File: src/rtl/rtg_pkg.sv
package rtg_pkg;

    parameter int COLOR_W = 8;
    parameter int HA_W    = 11;
    parameter int VA_W    = 10;
    parameter int HFP_W   = 10;
    parameter int HSW_W   = 6;
    parameter int HBP_W   = 8;
    parameter int VFP_W   = 8;
    parameter int VSW_W   = 6;
    parameter int VBP_W   = 8;

    localparam int HC_W  = HA_W + 2;
    localparam int VC_W  = VA_W + 2;
    localparam int RGB_W = 3 * COLOR_W;

    // Working timing set; the *_m1 fields hold the span length minus one
    typedef struct packed {
        logic [HA_W-1:0]  h_active;
        logic [VA_W-1:0]  v_active;
        logic [HFP_W-1:0] hfp_m1;
        logic [HSW_W-1:0] hsw_m1;
        logic [HBP_W-1:0] hbp_m1;
        logic [VFP_W-1:0] vfp;
        logic [VSW_W-1:0] vsw_m1;
        logic [VBP_W-1:0] vbp;
    } timing_cfg_t;

    // Red in the top lane, blue in the bottom lane
    typedef struct packed {
        logic [COLOR_W-1:0] red;
        logic [COLOR_W-1:0] green;
        logic [COLOR_W-1:0] blue;
    } rgb_t;

    typedef struct packed {
        logic [HC_W-1:0] fp_start;
        logic [HC_W-1:0] sync_start;
        logic [HC_W-1:0] bp_start;
        logic [HC_W-1:0] last;
    } hbounds_t;

    typedef struct packed {
        logic [VC_W-1:0] act_start;
        logic [VC_W-1:0] fp_start;
        logic [VC_W-1:0] sync_start;
        logic [VC_W-1:0] last;
    } vbounds_t;

    function automatic hbounds_t calc_h(timing_cfg_t c);
        hbounds_t b;
        b.fp_start   = HC_W'(c.h_active);
        b.sync_start = b.fp_start + HC_W'(c.hfp_m1) + HC_W'(1);
        b.bp_start   = b.sync_start + HC_W'(c.hsw_m1) + HC_W'(1);
        b.last       = b.bp_start + HC_W'(c.hbp_m1);
        return b;
    endfunction

    function automatic vbounds_t calc_v(timing_cfg_t c);
        vbounds_t b;
        b.act_start  = VC_W'(c.vbp);
        b.fp_start   = b.act_start + VC_W'(c.v_active);
        b.sync_start = b.fp_start + VC_W'(c.vfp);
        b.last       = b.sync_start + VC_W'(c.vsw_m1);
        return b;
    endfunction

    // True when the given position lies in the active area of the given set
    function automatic logic pos_active(logic [HC_W-1:0] hp, logic [VC_W-1:0] vp,
                                        timing_cfg_t c);
        return (hp < HC_W'(c.h_active)) &&
               (vp >= VC_W'(c.vbp)) &&
               (vp < VC_W'(c.vbp) + VC_W'(c.v_active));
    endfunction

endpackage

File: src/rtl/rtg_shadow.sv
module rtg_shadow
    import rtg_pkg::*;
(
    input  logic        clk,
    input  logic        rst,
    input  logic        load,
    input  timing_cfg_t cfg_in,
    output timing_cfg_t cfg_work
);

    always_ff @(posedge clk) begin
        if (rst || load) begin
            cfg_work <= cfg_in;
        end
    end

endmodule

File: src/rtl/rtg_hcount.sv
module rtg_hcount
    import rtg_pkg::*;
(
    input  logic            clk,
    input  logic            rst,
    input  logic            run,
    input  timing_cfg_t     cfg,
    output logic [HC_W-1:0] hc,
    output logic            line_end,
    output logic            h_act,
    output logic            h_sync
);

    hbounds_t hb;

    assign hb       = calc_h(cfg);
    assign line_end = (hc == hb.last);
    assign h_act    = (hc < hb.fp_start);
    assign h_sync   = (hc >= hb.sync_start) && (hc < hb.bp_start);

    always_ff @(posedge clk) begin
        if (rst) begin
            hc <= '0;
        end else if (run) begin
            hc <= line_end ? '0 : hc + HC_W'(1);
        end
    end

endmodule

File: src/rtl/rtg_vcount.sv
module rtg_vcount
    import rtg_pkg::*;
(
    input  logic            clk,
    input  logic            rst,
    input  logic            step,
    input  timing_cfg_t     cfg,
    output logic [VC_W-1:0] vc,
    output logic            last_line,
    output logic            v_act,
    output logic            v_sync,
    output logic [VA_W-1:0] y_off
);

    vbounds_t vb;

    assign vb        = calc_v(cfg);
    assign last_line = (vc == vb.last);
    assign v_act     = (vc >= vb.act_start) && (vc < vb.fp_start);
    assign v_sync    = (vc >= vb.sync_start);
    assign y_off     = VA_W'(vc - vb.act_start);

    always_ff @(posedge clk) begin
        if (rst) begin
            vc <= '0;
        end else if (step) begin
            vc <= last_line ? '0 : vc + VC_W'(1);
        end
    end

endmodule

File: src/rtl/rtg_pixel.sv
module rtg_pixel
    import rtg_pkg::*;
(
    input  logic clk,
    input  logic rst,
    input  logic req,
    input  logic valid,
    input  rgb_t pix_in,
    output rgb_t pix_out,
    output logic underflow
);

    always_ff @(posedge clk) begin
        if (rst) begin
            pix_out   <= '0;
            underflow <= 1'b0;
        end else begin
            pix_out <= (req && valid) ? pix_in : '0;
            if (req && !valid) begin
                underflow <= 1'b1;
            end
        end
    end

endmodule

File: src/rtl/raster_timing_gen.sv
module raster_timing_gen
    import rtg_pkg::*;
(
    input  logic               clk,
    input  logic               rst,
    input  logic [HA_W-1:0]    cfg_h_active,
    input  logic [VA_W-1:0]    cfg_v_active,
    input  logic [HFP_W-1:0]   cfg_hfp,
    input  logic [HSW_W-1:0]   cfg_hsw,
    input  logic [HBP_W-1:0]   cfg_hbp,
    input  logic [VFP_W-1:0]   cfg_vfp,
    input  logic [VSW_W-1:0]   cfg_vsw,
    input  logic [VBP_W-1:0]   cfg_vbp,
    input  logic               cfg_line_sync_inv,
    input  logic               cfg_frame_sync_inv,
    input  logic               pix_valid,
    input  logic [COLOR_W-1:0] pix_red,
    input  logic [COLOR_W-1:0] pix_green,
    input  logic [COLOR_W-1:0] pix_blue,
    output logic               pix_req,
    output logic               line_sync,
    output logic               frame_sync,
    output logic               de,
    output logic [RGB_W-1:0]   rgb_out,
    output logic [HA_W-1:0]    pos_x,
    output logic [VA_W-1:0]    pos_y,
    output logic               underflow
);

    timing_cfg_t     cfg_in;
    timing_cfg_t     cfg_work;
    timing_cfg_t     cfg_next;
    rgb_t            pix_in;
    rgb_t            pix_q;
    logic            started;
    logic [HC_W-1:0] hc;
    logic [VC_W-1:0] vc;
    logic [HC_W-1:0] hc_next;
    logic [VC_W-1:0] vc_next;
    logic            line_end;
    logic            last_line;
    logic            frame_wrap;
    logic            h_act;
    logic            h_sync;
    logic            v_act;
    logic            v_sync;
    logic [VA_W-1:0] y_off;

    assign cfg_in = '{
        h_active: cfg_h_active,
        v_active: cfg_v_active,
        hfp_m1:   cfg_hfp,
        hsw_m1:   cfg_hsw,
        hbp_m1:   cfg_hbp,
        vfp:      cfg_vfp,
        vsw_m1:   cfg_vsw,
        vbp:      cfg_vbp
    };

    assign pix_in = {pix_red, pix_green, pix_blue};

    // One idle clock after reset before the raster starts moving
    always_ff @(posedge clk) begin
        if (rst) begin
            started <= 1'b0;
        end else begin
            started <= 1'b1;
        end
    end

    assign frame_wrap = started && line_end && last_line;

    rtg_shadow u_shadow (
        .clk      (clk),
        .rst      (rst),
        .load     (frame_wrap),
        .cfg_in   (cfg_in),
        .cfg_work (cfg_work)
    );

    rtg_hcount u_hcount (
        .clk      (clk),
        .rst      (rst),
        .run      (started),
        .cfg      (cfg_work),
        .hc       (hc),
        .line_end (line_end),
        .h_act    (h_act),
        .h_sync   (h_sync)
    );

    rtg_vcount u_vcount (
        .clk       (clk),
        .rst       (rst),
        .step      (started && line_end),
        .cfg       (cfg_work),
        .vc        (vc),
        .last_line (last_line),
        .v_act     (v_act),
        .v_sync    (v_sync),
        .y_off     (y_off)
    );

    // Look-ahead position, using the incoming set across a frame wrap
    always_comb begin
        cfg_next = frame_wrap ? cfg_in : cfg_work;
        hc_next  = line_end ? '0 : hc + HC_W'(1);
        if (!line_end) begin
            vc_next = vc;
        end else if (last_line) begin
            vc_next = '0;
        end else begin
            vc_next = vc + VC_W'(1);
        end
    end

    assign pix_req = started ? pos_active(hc_next, vc_next, cfg_next)
                             : (h_act && v_act);

    assign de         = started && h_act && v_act;
    assign line_sync  = (started && h_sync) ^ ~cfg_line_sync_inv;
    assign frame_sync = (started && v_sync) ^ ~cfg_frame_sync_inv;
    assign pos_x      = de ? hc[HA_W-1:0] : '0;
    assign pos_y      = de ? y_off : '0;

    rtg_pixel u_pixel (
        .clk       (clk),
        .rst       (rst),
        .req       (pix_req),
        .valid     (pix_valid),
        .pix_in    (pix_in),
        .pix_out   (pix_q),
        .underflow (underflow)
    );

    assign rgb_out = pix_q;

endmodule

File: config.mk
export PLATFORM = sky130hd
export DESIGN_NAME = raster_timing_gen
export DESIGN_NICKNAME = d
export VERILOG_FILES = /design/src/rtl/rtg_pkg.sv /design/src/rtl/rtg_shadow.sv /design/src/rtl/rtg_hcount.sv /design/src/rtl/rtg_vcount.sv /design/src/rtl/rtg_pixel.sv /design/src/rtl/raster_timing_gen.sv
export SDC_FILE = /design/constraint.sdc
export NUM_CORES = 1
export LEC_CHECK = 0
export BUFFER_PORTS_ARGS = -buffer_cell sky130_fd_sc_hd__buf_2
export CAP_MARGIN = 0
export CORE_ASPECT_RATIO = 1.75
export CORE_MARGIN = 2
export CORE_UTILIZATION = 54
export CTS_CLUSTER_DIAMETER = 80
export DETAILED_ROUTE_END_ITERATION = 8
export PLACE_DENSITY = 0.78
export SLEW_MARGIN = 0
export SYNTH_ARGS = -nofsm -noshare
export SYNTH_HDL_FRONTEND = slang
export SYNTH_SLANG_ARGS = --single-unit
export TNS_END_PERCENT = 1
File: constraint.sdc
create_clock -name clk -period 9.65 [get_ports clk]
set_clock_uncertainty 0.2 [all_clocks]
set_input_delay 0.965 -clock clk [delete_from_list [all_inputs] [get_ports clk]]
set_output_delay 0.965 -clock clk [all_outputs]
set_load 0.01 [all_outputs]
After elaboration in Yosys (flattened, before gate mapping)
Index checks and enable logic that the tools add are counted.
W data, S select, Z words.

word-level totals
  flip-flop bits (word level) = 118
  bits in latches = 0
  RAM bits = 0
  ROM bits = 0
  input bits = 96
  output and inout port bits = 50
  word-level logic and storage cells = 67
  memories kept = 0

cells by class
  add/subtract/negate cells = 12
  $mul = 0
  divide/modulo/power cells = 0
  magnitude comparators = 9
  equality and inequality tests = 2
  shifts and indexed selects = 0
  mux-type cells = 8
  bitwise operators = 5
  reduce and logical (&&, ||, !) cells = 16

operators with widths
  cell                     count
  $mux W67                 1
  $add A13 B1 Y13 const B  3
  $lt A13 B11 Y1           2
  $ge A12 B8 Y1            2
  $lt A12 B11 Y1           2
  $mux W12                 2
  $add A8 B10 Y11          2
  $add A13 B6 Y13          1
  $add A13 B8 Y13          1
  $eq A13 B13 Y1           1
  $ge A13 B13 Y1           1
  $logic_and A1 B1 Y1      13
  $lt A13 B13 Y1           1
  $mux W13                 1
  $add A11 B10 Y12         1
  $add A12 B1 Y12 const B  1
  $add A12 B6 Y12          1
  $add A12 B8 Y12          1
  $eq A12 B12 Y1           1
  $ge A12 B12 Y1           1
  $mux W11                 1
  $mux W10                 1
  $sub A10 B8 Y10          1
  $not A1 Y1               3
  other kinds (5)          7

Logic depth before layout (Yosys ltp)
Gate-level depths: netlist of the first run.

  depth after elaboration = 16
  mapped depth = 51
  depth with buffers taken out = 48

Hierarchy
Synthesis of the first run repeated with hierarchy kept, for this count alone.

unflattened totals
  cell total of the unflattened synthesis = 1246
  area total of the unflattened synthesis = 11362.1 um^2

by module, submodules not included
  module             instances  cells each  area an instance (um^2)  sequential area each (um^2)
  rtg_hcount         1          434         3434.5                   260.2
  rtg_vcount         1          376         3045.4                   240.2
  raster_timing_gen  1          313         2125.8                   20.0
  rtg_shadow         1          68          2018.2                   2011.9
  rtg_pixel          1          55          738.2                    500.5

Worst setup path before layout of the first run
OpenSTA, ideal clock, no wires.

  path type = reg2out
  start = register u_shadow.cfg_work[56] (netlist name)
  end = output pix_req
  data arrival time = 9.006 ns
  required time = 8.485 ns
  path slack = -0.521 ns
  stages on the path, launching flop included = 49
  path buffers = 2
  cell sequence = edfxtp_1 -> ha_1 -> inv_1 -> fa_1 -> xor2_1 -> or4_4 -> o21ai_2 -> nand3_1 -> xnor2_1 -> ha_1 -> a21oi_1 -> and2_1 -> o221ai_1 -> o22ai_1 -> xnor2_1 -> ha_1 -> a21oi_1 -> a31oi_1 -> [13 not listed] -> a21oi_1 -> o21bai_1 -> a21oi_1 -> o21bai_1 -> nand2_1 -> xnor2_1 -> a21oi_1 -> ha_1 -> nand4_1 -> nor3_1 -> a21oi_1 -> nor2_1 -> a21oi_1 -> mux2i_1 -> nor2_1 -> a31oi_4 -> buf_6 -> inv_2

on the way
  cells in the longest elaborated chain, start to end = 13
  elaborated cells on any way between the ends = 20
  those cells by class = add/sub: 6; order compare: 4; eq/ne: 1; mux: 4; reduce/logical: 5

ends and longest elaborated chain
  item                                                          RTL line                      source
  $add A11 B10 Y12                                              rtg_pkg.sv:53                 b.sync_start = b.fp_start + HC_W'(c.hfp_m1) + HC_W'(1);
  $add A13 B1 Y13                                               rtg_pkg.sv:53
  $add A13 B6 Y13                                               rtg_pkg.sv:54                 b.bp_start = b.sync_start + HC_W'(c.hsw_m1) + HC_W'(1);
  $add A13 B1 Y13                                               rtg_pkg.sv:54
  $add A13 B8 Y13                                               rtg_pkg.sv:55                 b.last = b.bp_start + HC_W'(c.hbp_m1);
  $eq A13 B13 Y1                                                rtg_hcount.sv:17              assign line_end = (hc == hb.last);
  $logic_and A1 B1 Y1 (2 in series)                             raster_timing_gen.sv:71       assign frame_wrap = started && line_end && last_line;
  $mux W67                                                      raster_timing_gen.sv:106      cfg_next = frame_wrap ? cfg_in : cfg_work;
  $add A8 B10 Y11, or another cell as far along                 rtg_pkg.sv:73                 (vp < VC_W'(c.vbp) + VC_W'(c.v_active));
  $lt A12 B11 Y1 / $logic_and A1 B1 Y1 (equally long branches)  rtg_pkg.sv:73, rtg_pkg.sv:71
  $logic_and A1 B1 Y1                                           rtg_pkg.sv:72                 (vp >= VC_W'(c.vbp)) &&
  $mux W1 (*)                                                   raster_timing_gen.sv:117      assign pix_req = started ? pos_active(hc_next, vc_next, cfg_next)
  end: declaration                                              raster_timing_gen.sv:20       output logic pix_req,

Mark *: on every way between the ends. The rest lies on a longest branch, timed or not.

Final worst setup path of the first run
  start = register u_shadow.cfg_work[56] (netlist name)
  end = output pix_req

on the way
  cells in the longest elaborated chain, start to end = 13
  elaborated cells on any way between the ends = 20
  those cells by class = add/sub: 6; order compare: 4; eq/ne: 1; mux: 4; reduce/logical: 5

ends and longest elaborated chain
  item                                                          RTL line
  $add A11 B10 Y12                                              rtg_pkg.sv:53
  $add A13 B1 Y13                                               rtg_pkg.sv:53
  $add A13 B6 Y13                                               rtg_pkg.sv:54
  $add A13 B1 Y13                                               rtg_pkg.sv:54
  $add A13 B8 Y13                                               rtg_pkg.sv:55
  $eq A13 B13 Y1                                                rtg_hcount.sv:17
  $logic_and A1 B1 Y1 (2 in series)                             raster_timing_gen.sv:71
  $mux W67                                                      raster_timing_gen.sv:106
  $add A8 B10 Y11, or another cell as far along                 rtg_pkg.sv:73
  $lt A12 B11 Y1 / $logic_and A1 B1 Y1 (equally long branches)  rtg_pkg.sv:73, rtg_pkg.sv:71
  $logic_and A1 B1 Y1                                           rtg_pkg.sv:72
  $mux W1 (*)                                                   raster_timing_gen.sv:117

Marked as above.

==> results of run 1 <==
state kept, by name, summed over array words and instances (netlist names):
| name | count |
|---|---|
| u_pixel.pix_out | 24 |
| u_pixel.underflow | 1 |
| u_vcount.vc | 12 |
| u_shadow.cfg_work | 67 |
| u_hcount.hc | 13 |
| started | 1 |
power breakdown:
group / internal, W / leakage, nW / total (W) / switching [W]
clock: 0.000381 / 0.263 / 0.000633 / 0.000252
sequential: 0.000551 / 1.07 / 0.000564 / 0.0000125
combinational: 0.000455 / 5.04 / 0.000987 / 0.000532
total: 0.00139 / 6.37 / 0.00218 / 0.000797
repair_timing:
action,in CTS,in global routing
pin swaps,22,40
resized for setup,15,30
endpoints found under the setup margin,1,26
buffers inserted,9,8
cloned,0,0
cell type report:
class | instances | area [µm²]
inverter | 91 | 342
clock buffer | 18 | 429
timing repair buffer | 222 | 1330
fill | 1691 | 6810
clock inverter | 14 | 153
sequential | 118 | 3030
multi-input combinational | 954 | 7800
tap | 248 | 310
logic make-up (layout without fill, tap and decap cells):
| kind of cell | after synthesis | in the layout |
|---|---|---|
| AND/OR/NAND/NOR | 343 | 343 |
| XOR/XNOR | 92 | 92 |
| flip-flops | 118 | 118 |
| other | 1 | 3 |
| buffers and inverters | 127 | 345 |
| multiplexers | 45 | 45 |
| adder cells (fa/ha/maj) | 158 | 158 |
| AO/OA/AOI/OAI | 313 | 313 |
metrics by stage:
| stage | setup WS (ns) | setup TNS [ns] |
|---|---|---|
| after floorplan | 0.00533 | 0 |
| after global placement | 0.125 | 0 |
| after detailed placement | -0.0893 | -0.0893 |
| after CTS | -0.414 | -0.414 |
| after global routing | -1.09 | -4.93 |
| final | -0.478 | -0.478 |
path summary, 6_finish.rpt:
path	to	slack [ns]	cells past startpoint
worst max-delay path	pix_req	-0.48	47
worst min-delay path	u_pixel.underflow$_SDFFE_PP0P_	0.34	2
worst max register to register	u_pixel.pix_out[1]$_SDFF_PP0_	0.43	49
worst min register to register	u_pixel.underflow$_SDFFE_PP0P_	0.34	2
worst max-delay path: cells and delay by family (launching register included):
kind            cells  cell delay, ns
buf+inv             9            1.03
fa+ha+maj           7            2.28
xor+xnor            2            0.29
compound gates     20            3.18
flops               1            0.35
mux                 2            0.46
simple gates        7            0.93
metal layers:
metal	share of wire [%]	wire length [µm]
met3	3.6	1200
met5	0	0
met1	32	10700
met2	55	18300
met4	9.0	2990
placed cells by master, fill, tap and decap left out, types with 6 or more instances in the layout:
| cell type | count |
|---|---|
| sky130_fd_sc_hd__a211o_1 | 8 |
| sky130_fd_sc_hd__a211oi_1 | 9 |
| sky130_fd_sc_hd__a21o_1 | 47 |
| sky130_fd_sc_hd__a21oi_1 | 50 |
| sky130_fd_sc_hd__a21oi_2 | 9 |
| sky130_fd_sc_hd__and2_1 | 18 |
| sky130_fd_sc_hd__and3_1 | 15 |
| sky130_fd_sc_hd__buf_2 | 144 |
| sky130_fd_sc_hd__buf_4 | 73 |
| sky130_fd_sc_hd__clkbuf_16 | 17 |
| sky130_fd_sc_hd__clkinvlp_4 | 6 |
| sky130_fd_sc_hd__dfxtp_1 | 51 |
| sky130_fd_sc_hd__edfxtp_1 | 67 |
| sky130_fd_sc_hd__fa_1 | 7 |
| sky130_fd_sc_hd__ha_1 | 144 |
| sky130_fd_sc_hd__inv_1 | 86 |
| sky130_fd_sc_hd__mux2_2 | 17 |
| sky130_fd_sc_hd__mux2i_1 | 27 |
| sky130_fd_sc_hd__nand2_1 | 41 |
| sky130_fd_sc_hd__nand2b_1 | 23 |
| sky130_fd_sc_hd__nand3_1 | 25 |
| sky130_fd_sc_hd__nand4_1 | 16 |
| sky130_fd_sc_hd__nor2_1 | 92 |
| sky130_fd_sc_hd__nor2b_1 | 17 |
| sky130_fd_sc_hd__nor3_1 | 15 |
| sky130_fd_sc_hd__nor3b_1 | 6 |
| sky130_fd_sc_hd__nor3b_2 | 19 |
| sky130_fd_sc_hd__o211ai_1 | 11 |
| sky130_fd_sc_hd__o21a_1 | 30 |
| sky130_fd_sc_hd__o21ai_0 | 53 |
| sky130_fd_sc_hd__o21bai_1 | 8 |
| sky130_fd_sc_hd__o31ai_1 | 7 |
| sky130_fd_sc_hd__or3_1 | 14 |
| sky130_fd_sc_hd__xnor2_1 | 58 |
| sky130_fd_sc_hd__xnor2_2 | 6 |
| sky130_fd_sc_hd__xor2_1 | 25 |
==> results by group, run 1 <==
Floorplan
  – DIE WIDTH: 112 µm
  – Std-Cell Rows: 69
  – Die Y: 193 µm
  – Number of top-level design ports: 146
  – Core region area: 20200 µm²
  – Total die area: 21700 µm²
  – Starting utilization of the core area: 54.7%

Worst setup path
  – Cell at the slowest stage of the critical path: sky130_fd_sc_hd__fa_2
  – Critical Path RT: 8.49 ns
  – Start of the worst register-to-register path: u_shadow.cfg_work[56]$_DFFE_PP_
  – Critical Path Source Type: flip-flop
  – Most numerous cell on the critical path: sky130_fd_sc_hd__buf_4
  – Arrival time at the worst endpoint: 8.96 ns
  – Worst setup path startpoint: u_shadow.cfg_work[56]$_DFFE_PP_
  – Highest fanout seen on the critical path: 7
  – Kind of critical path: reg -> out
  – Highest cell delay on the worst timing path: 0.54 ns
  – Critical Path Sink Type: output port

Logic synthesis
  – Dominant combinational cell family by area after synthesis: compound AO/OA/AOI/OAI gates
  – Top_reg_cell synth: sky130_fd_sc_hd__edfxtp_1
  – Ranking of synthesized cells by area: sky130_fd_sc_hd__edfxtp_1, sky130_fd_sc_hd__ha_1, sky130_fd_sc_hd__dfxtp_1, sky130_fd_sc_hd__xnor2_1, sky130_fd_sc_hd__a21o_1
  – Summed instance area of the synthesized netlist: 11100 µm²
  – Count of state elements after synthesis: 118
  – Mean post-synth cell area: 9.24 µm²
  – Post-Syn Instances: 1197
  – Most frequently used cell type in the post-synthesis netlist: sky130_fd_sc_hd__ha_1
  – Area share of the leading cell type in the synthesized netlist: 18.2%
  – Post-synthesis adder-cell area fraction: 18.4%
  – Count of unique library cells instantiated by Yosys: 97
  – Warnings, synthesis: 0
  – Area leader, netlist: sky130_fd_sc_hd__edfxtp_1
  – Post-synthesis compound-gate area fraction: 20.0%
  – FFs w/ async S/R, synth: 0%
  – Count of flip-flops with a built-in enable after synthesis: 67
  – Most instantiated cells after synthesis: sky130_fd_sc_hd__ha_1, sky130_fd_sc_hd__nor2_1, sky130_fd_sc_hd__inv_1, sky130_fd_sc_hd__edfxtp_1, sky130_fd_sc_hd__xnor2_1
  – Proportion of synthesized chip area in sequential cells: 27.4%
  – Xor/xnor share of the synthesized area: 7.68%
  – Simple logic cell fraction of the synthesized area: 17.6%
  – Fraction of synthesized area in multiplexers: 4.28%

Global routing
  – Met3 routing resource usage after global routing: 4.64%
  – Global routing met2 resource utilization: 56.9%
  – Initial antenna violation count: 0
  – First-pass GRT wire length: 51.3 mm
  – Met1 Usage GRT: 27.6%
  – Global routing's busiest layer: met2
  – Aggregate global routing overflow: 0
  – Aggregate global-route resource usage: 30.1%
  – Vias in the first global route: 10224
  – Largest net degree at the start of global routing: 43

Run
  – Total of max-cap violations: 0

Status
  – Run status: complete, but fails checks
  – Violations in the final reports: setup timing

Clock network
  – Maximum buffer depth of the clock tree: 2
  – # clock sinks: 118
  – TritonCTS Buffers: 17
  – Clock edge transition at the registers on the reported setup and hold paths: 0.06 ns
  – Total number of H-tree levels: 4
  – Clock latency reported for the late side of the worst-skew pair: 0.43 ns
  – Clock tree root buffer cell: sky130_fd_sc_hd__clkbuf_16
  – CTS tree: done
  – Cts hold-fix bufs: 0

STA
  – Final clock period utilization by the worst path: 105%
  – Final worst-path setup slack: -0.478 ns
  – Number of slew-limit violations in the final report: 0
  – Worst rel slew slack: 24.3%
  – RSZ-0062 raised after global routing: true
  – Final Hold Violating Endpoints: 0
  – Final Critical Period: 10.13 ns
  – Achievable Freq: 0.0987 GHz
  – Setup Viol. Count Final: 1
  – Hold_ws: 0.342 ns
  – Worst-margin pin slew: 1.13 ns

Pwr
  – Pwr Density: 163 nW/µm²
  – Static leakage power: 6.37 nW
  – Tot Pwr: 0.00218 W
  – Largest vdd supply drop: 0.129 mV

Hold path
  – Beginning of the worst hold path: u_pixel.underflow$_SDFFE_PP0P_
  – Classification of the worst-slack hold path: reg -> reg

Drt
  – Total iterations of the first detailed-routing run: 7
  – DRC Markers: 0
  – Per-cell routed wire length: 20.0 µm
  – Starting DRC count in detailed routing: 559
  – DR vias: 10180
  – Number of nets with antenna violations after routing: 0
  – Vias per std cell: 6.11
  – Final WL: 33.2 mm

Placement
  – Final HPWL DP: 25.9 mm
  – Placer's final routability congestion estimate: 0.938
  – Input/output buffers: 145
  – Post-Place Cell Area: 12400 µm²
  – Post-placement cell count: 1616

Layout
  – Nets: 1658
  – Share of cells above drive strength 1: 25.5%
  – Growth of design area from synthesis to finish: 21.2%
  – Layout Cells excl Fill: 1665
  – Antenna diode count: 0
  – Finished layout cell area: 13400 µm²
  – Utilization of the core after routing: 66.3%
Power figures use the tool's default switching activity.
==> run 2, diff against run 1 <==
--- a/config.mk
+++ b/config.mk
@@ -9,10 +9,10 @@
 export CAP_MARGIN = 0
 export CORE_ASPECT_RATIO = 1.75
 export CORE_MARGIN = 2
-export CORE_UTILIZATION = 54
+export CORE_UTILIZATION = 60
 export CTS_CLUSTER_DIAMETER = 80
 export DETAILED_ROUTE_END_ITERATION = 8
-export PLACE_DENSITY = 0.78
+export PLACE_DENSITY = 0.82
 export SLEW_MARGIN = 0
 export SYNTH_ARGS = -nofsm -noshare
 export SYNTH_HDL_FRONTEND = slang
==> constraint.sdc (replaced) <==
create_clock -name clk -period 12.5 [get_ports clk]
set_clock_uncertainty 0.2 [all_clocks]
set_input_delay 1.25 -clock clk [delete_from_list [all_inputs] [get_ports clk]]
set_output_delay 1.25 -clock clk [all_outputs]
set_load 0.01 [all_outputs]
==> run 2 against run 1 <==
Compared with the run above:
- the flow now finishes without violations
- power is 29% lower
- combinational power is 35% lower
- register-to-register slack improved by 1.9 ns
- clock power down 25%
- largest cell class unchanged
==> results by group, run 2 (same netlist as run 1, synthesis figures left out) <==
Status
  – Run status: finished, final reports clean

Worst setup path
  – Critical Path RT: 11.05 ns (+2.56 ns)
  – Critical Path Source Type: flip-flop
  – Highest fanout seen on the critical path: 25 (+18)
  – Kind of critical path: reg -> out
  – Critical Path Sink Type: output port
  – Arrival time at the worst endpoint: 10.26 ns (+1.30 ns)
  – Cell at the slowest stage of the critical path: sky130_fd_sc_hd__fa_1
  – Most numerous cell on the critical path: sky130_fd_sc_hd__a21oi_1
  – Highest cell delay on the worst timing path: 0.43 ns (-0.11 ns)

Clock network
  – Clock tree root buffer cell: sky130_fd_sc_hd__clkbuf_16
  – Clock edge transition at the registers on the reported setup and hold paths: 0.06 ns (about the same)
  – CTS tree: done
  – # clock sinks: 118 (unchanged)
  – Maximum buffer depth of the clock tree: 2 (unchanged)
  – Clock latency reported for the late side of the worst-skew pair: 0.43 ns (about the same)
  – TritonCTS Buffers: 17 (unchanged)
  – Total number of H-tree levels: 4 (unchanged)

Drt
  – Vias per std cell: 6.28 (+2.8%)
  – Total iterations of the first detailed-routing run: 8 (+1)
  – Final WL: 31.6 mm (-4.9%)
  – Starting DRC count in detailed routing: 559 (unchanged)
  – Per-cell routed wire length: 19.9 µm (-0.34%)
  – DR vias: 9983 (-1.9%)
  – DRC Markers: 0 (unchanged)
  – Number of nets with antenna violations after routing: 0 (unchanged)

Placement
  – Final HPWL DP: 25.2 mm (-2.5%)
  – Placer's final routability congestion estimate: 0.981 (+4.5%)
  – Input/output buffers: 145 (unchanged)
  – Worst setup slack before clock tree synthesis: 1.04 ns (+1.13 ns)

STA
  – Achievable Freq: 0.0854 GHz
  – Final clock period utilization by the worst path: 93.7%
  – Setup Viol. Count Final: 0 (-1)
  – Final Critical Period: 11.71 ns
  – Worst-margin pin slew: 1.16 ns (+0.0303 ns)
  – Worst rel slew slack: 22.2% (-2.0 points)
  – Final worst-path setup slack: 0.786 ns (+1.26 ns)
  – Number of slew-limit violations in the final report: 0 (unchanged)
  – Final Hold Violating Endpoints: 0 (unchanged)

Global routing
  – Aggregate global routing overflow: 0 (unchanged)
  – Aggregate global-route resource usage: 32.3% (+2.1 points)
  – Largest net degree at the start of global routing: 39 (-9.3%)
  – First-pass GRT wire length: 48.7 mm (-5.3%)
  – Vias in the first global route: 9920 (-3.0%)
  – Initial antenna violation count: 0 (unchanged)

Floorplan
  – Starting utilization of the core area: 61.2% (+6.5 points)
  – DIE WIDTH: 107 µm (-4.9%)
  – Number of top-level design ports: 146 (unchanged)
  – Die Y: 184 µm (-5.0%)
  – Core region area: 18100 µm² (-11%)
  – Std-Cell Rows: 65 (-5.8%)
  – Total die area: 19600 µm² (-9.7%)

Layout
  – Flip-flop count of the largest register after layout: 67 (unchanged)
  – Register name with the most flops: u_shadow.cfg_work
  – Growth of design area from synthesis to finish: 14.4%
  – Largest registers in the final layout: u_shadow.cfg_work (67), u_pixel.pix_out (24), u_hcount.hc (13)
  – Nets: 1596 (-3.7%)
  – Antenna diode count: 0 (unchanged)
  – Utilization of the core after routing: 70.0% (+3.7 points)
  – Fill cells: 1453 (-14%)
  – Most common library cell in the layout ignoring fill and taps: sky130_fd_sc_hd__ha_1
  – Most frequent cells in the layout: sky130_fd_sc_hd__ha_1, sky130_fd_sc_hd__buf_2, sky130_fd_sc_hd__nor2_1
  – Share of cells above drive strength 1: 19.6% (-6.0 points)

Hold path
  – Classification of the worst-slack hold path: reg -> reg

Pwr
  – Pwr Density: 123 nW/µm² (-25%)
  – Tot Pwr: 0.00155 W (-29%)
  – Static leakage power: 6.05 nW (-5.0%)
  – Largest vdd supply drop: 0.0832 mV (-36%)

Run
  – Total of max-cap violations: 0 (unchanged)
-- run 2: cell types whose count changed in the layout (fill, tap and decap cells not counted), sizes merged --
cell / delta
buf: -62
inv: +9
clkinvlp: -6
bufinv: -2
clkinv: -2
clkbuf: +1
-- run 2: area by class of cell --
| cell class | instances | area, µm² | share of cell area [%] |
|---|---|---|---|
| inverters | 91 | 342 | 2.70 |
| clock buffers | 19 | 458 | 3.62 |
| well taps | 234 | 293 | 2.32 |
| repair buffers | 160 | 842 | 6.66 |
| clock inverters | 13 | 109 | 0.861 |
| flip-flops and latches | 118 | 3030 | 24.0 |
| multi-input cells | 954 | 7570 | 59.9 |
-- run 2: critical path, delay by kind of cell, from the launching register on --
| kind | cells | cell delay, ns |
|---|---|---|
| AO/OA/AOI/OAI | 19 | 3.15 |
| adder cells (fa/ha/maj) | 6 | 1.96 |
| flip-flops | 1 | 0.40 |
| multiplexers | 2 | 0.53 |
| AND/OR/NAND/NOR | 12 | 2.02 |
| XOR/XNOR | 4 | 0.72 |
| buffers and inverters | 6 | 1.01 |
-- run 2: final timing paths --
kind | to | start | cells after the start | slack [ns]
worst max register to register | u_pixel.pix_out[7]$_SDFF_PP0_ | u_shadow.cfg_work[56]$_DFFE_PP_ | 48 | 2.36
worst min register to register | u_pixel.underflow$_SDFFE_PP0P_ | u_pixel.underflow$_SDFFE_PP0P_ | 2 | 0.35
worst max-delay path | pix_req | u_shadow.cfg_work[56]$_DFFE_PP_ | 49 | 0.79
worst min-delay path | u_pixel.underflow$_SDFFE_PP0P_ | u_pixel.underflow$_SDFFE_PP0P_ | 2 | 0.35
-- run 2: routing by layer --
metal | share of wire (%) | track usage [%]
met1 | 32 | 29.0
met2 | 54 | 61.7
met3 | 3.9 | 4.40
met4 | 9.4 | 27.2
met5 | 0 | 0
-- run 2: repair_timing --
action	CTS	global route
setup buffers	0	3
hold buffers	0	0
endpoints found under the setup margin	0	1
resized for setup	0	6
-- run 2: per-stage QoR --
step	TNS [ns]	cells	area [µm²]	hold WS (ns)
2_1_floorplan	0	1199	11100	0.300
3_3_place_gp	0	1554	12000	0.364
3_5_place_dp	0	1554	12000	0.357
4_1_cts	0	1586	12600	0.369
5_1_grt	-0.0383	1589	12600	0.395
6_report	0	1589	12600	0.346
-- run 2: report_power, final --
group / leakage [nW] / switching, W / internal (W) / total, W
registers: 1.07 / 0.0000100 / 0.000426 / 0.000436
clock network: 0.287 / 0.000202 / 0.000274 / 0.000475
logic: 4.70 / 0.000363 / 0.000277 / 0.000640
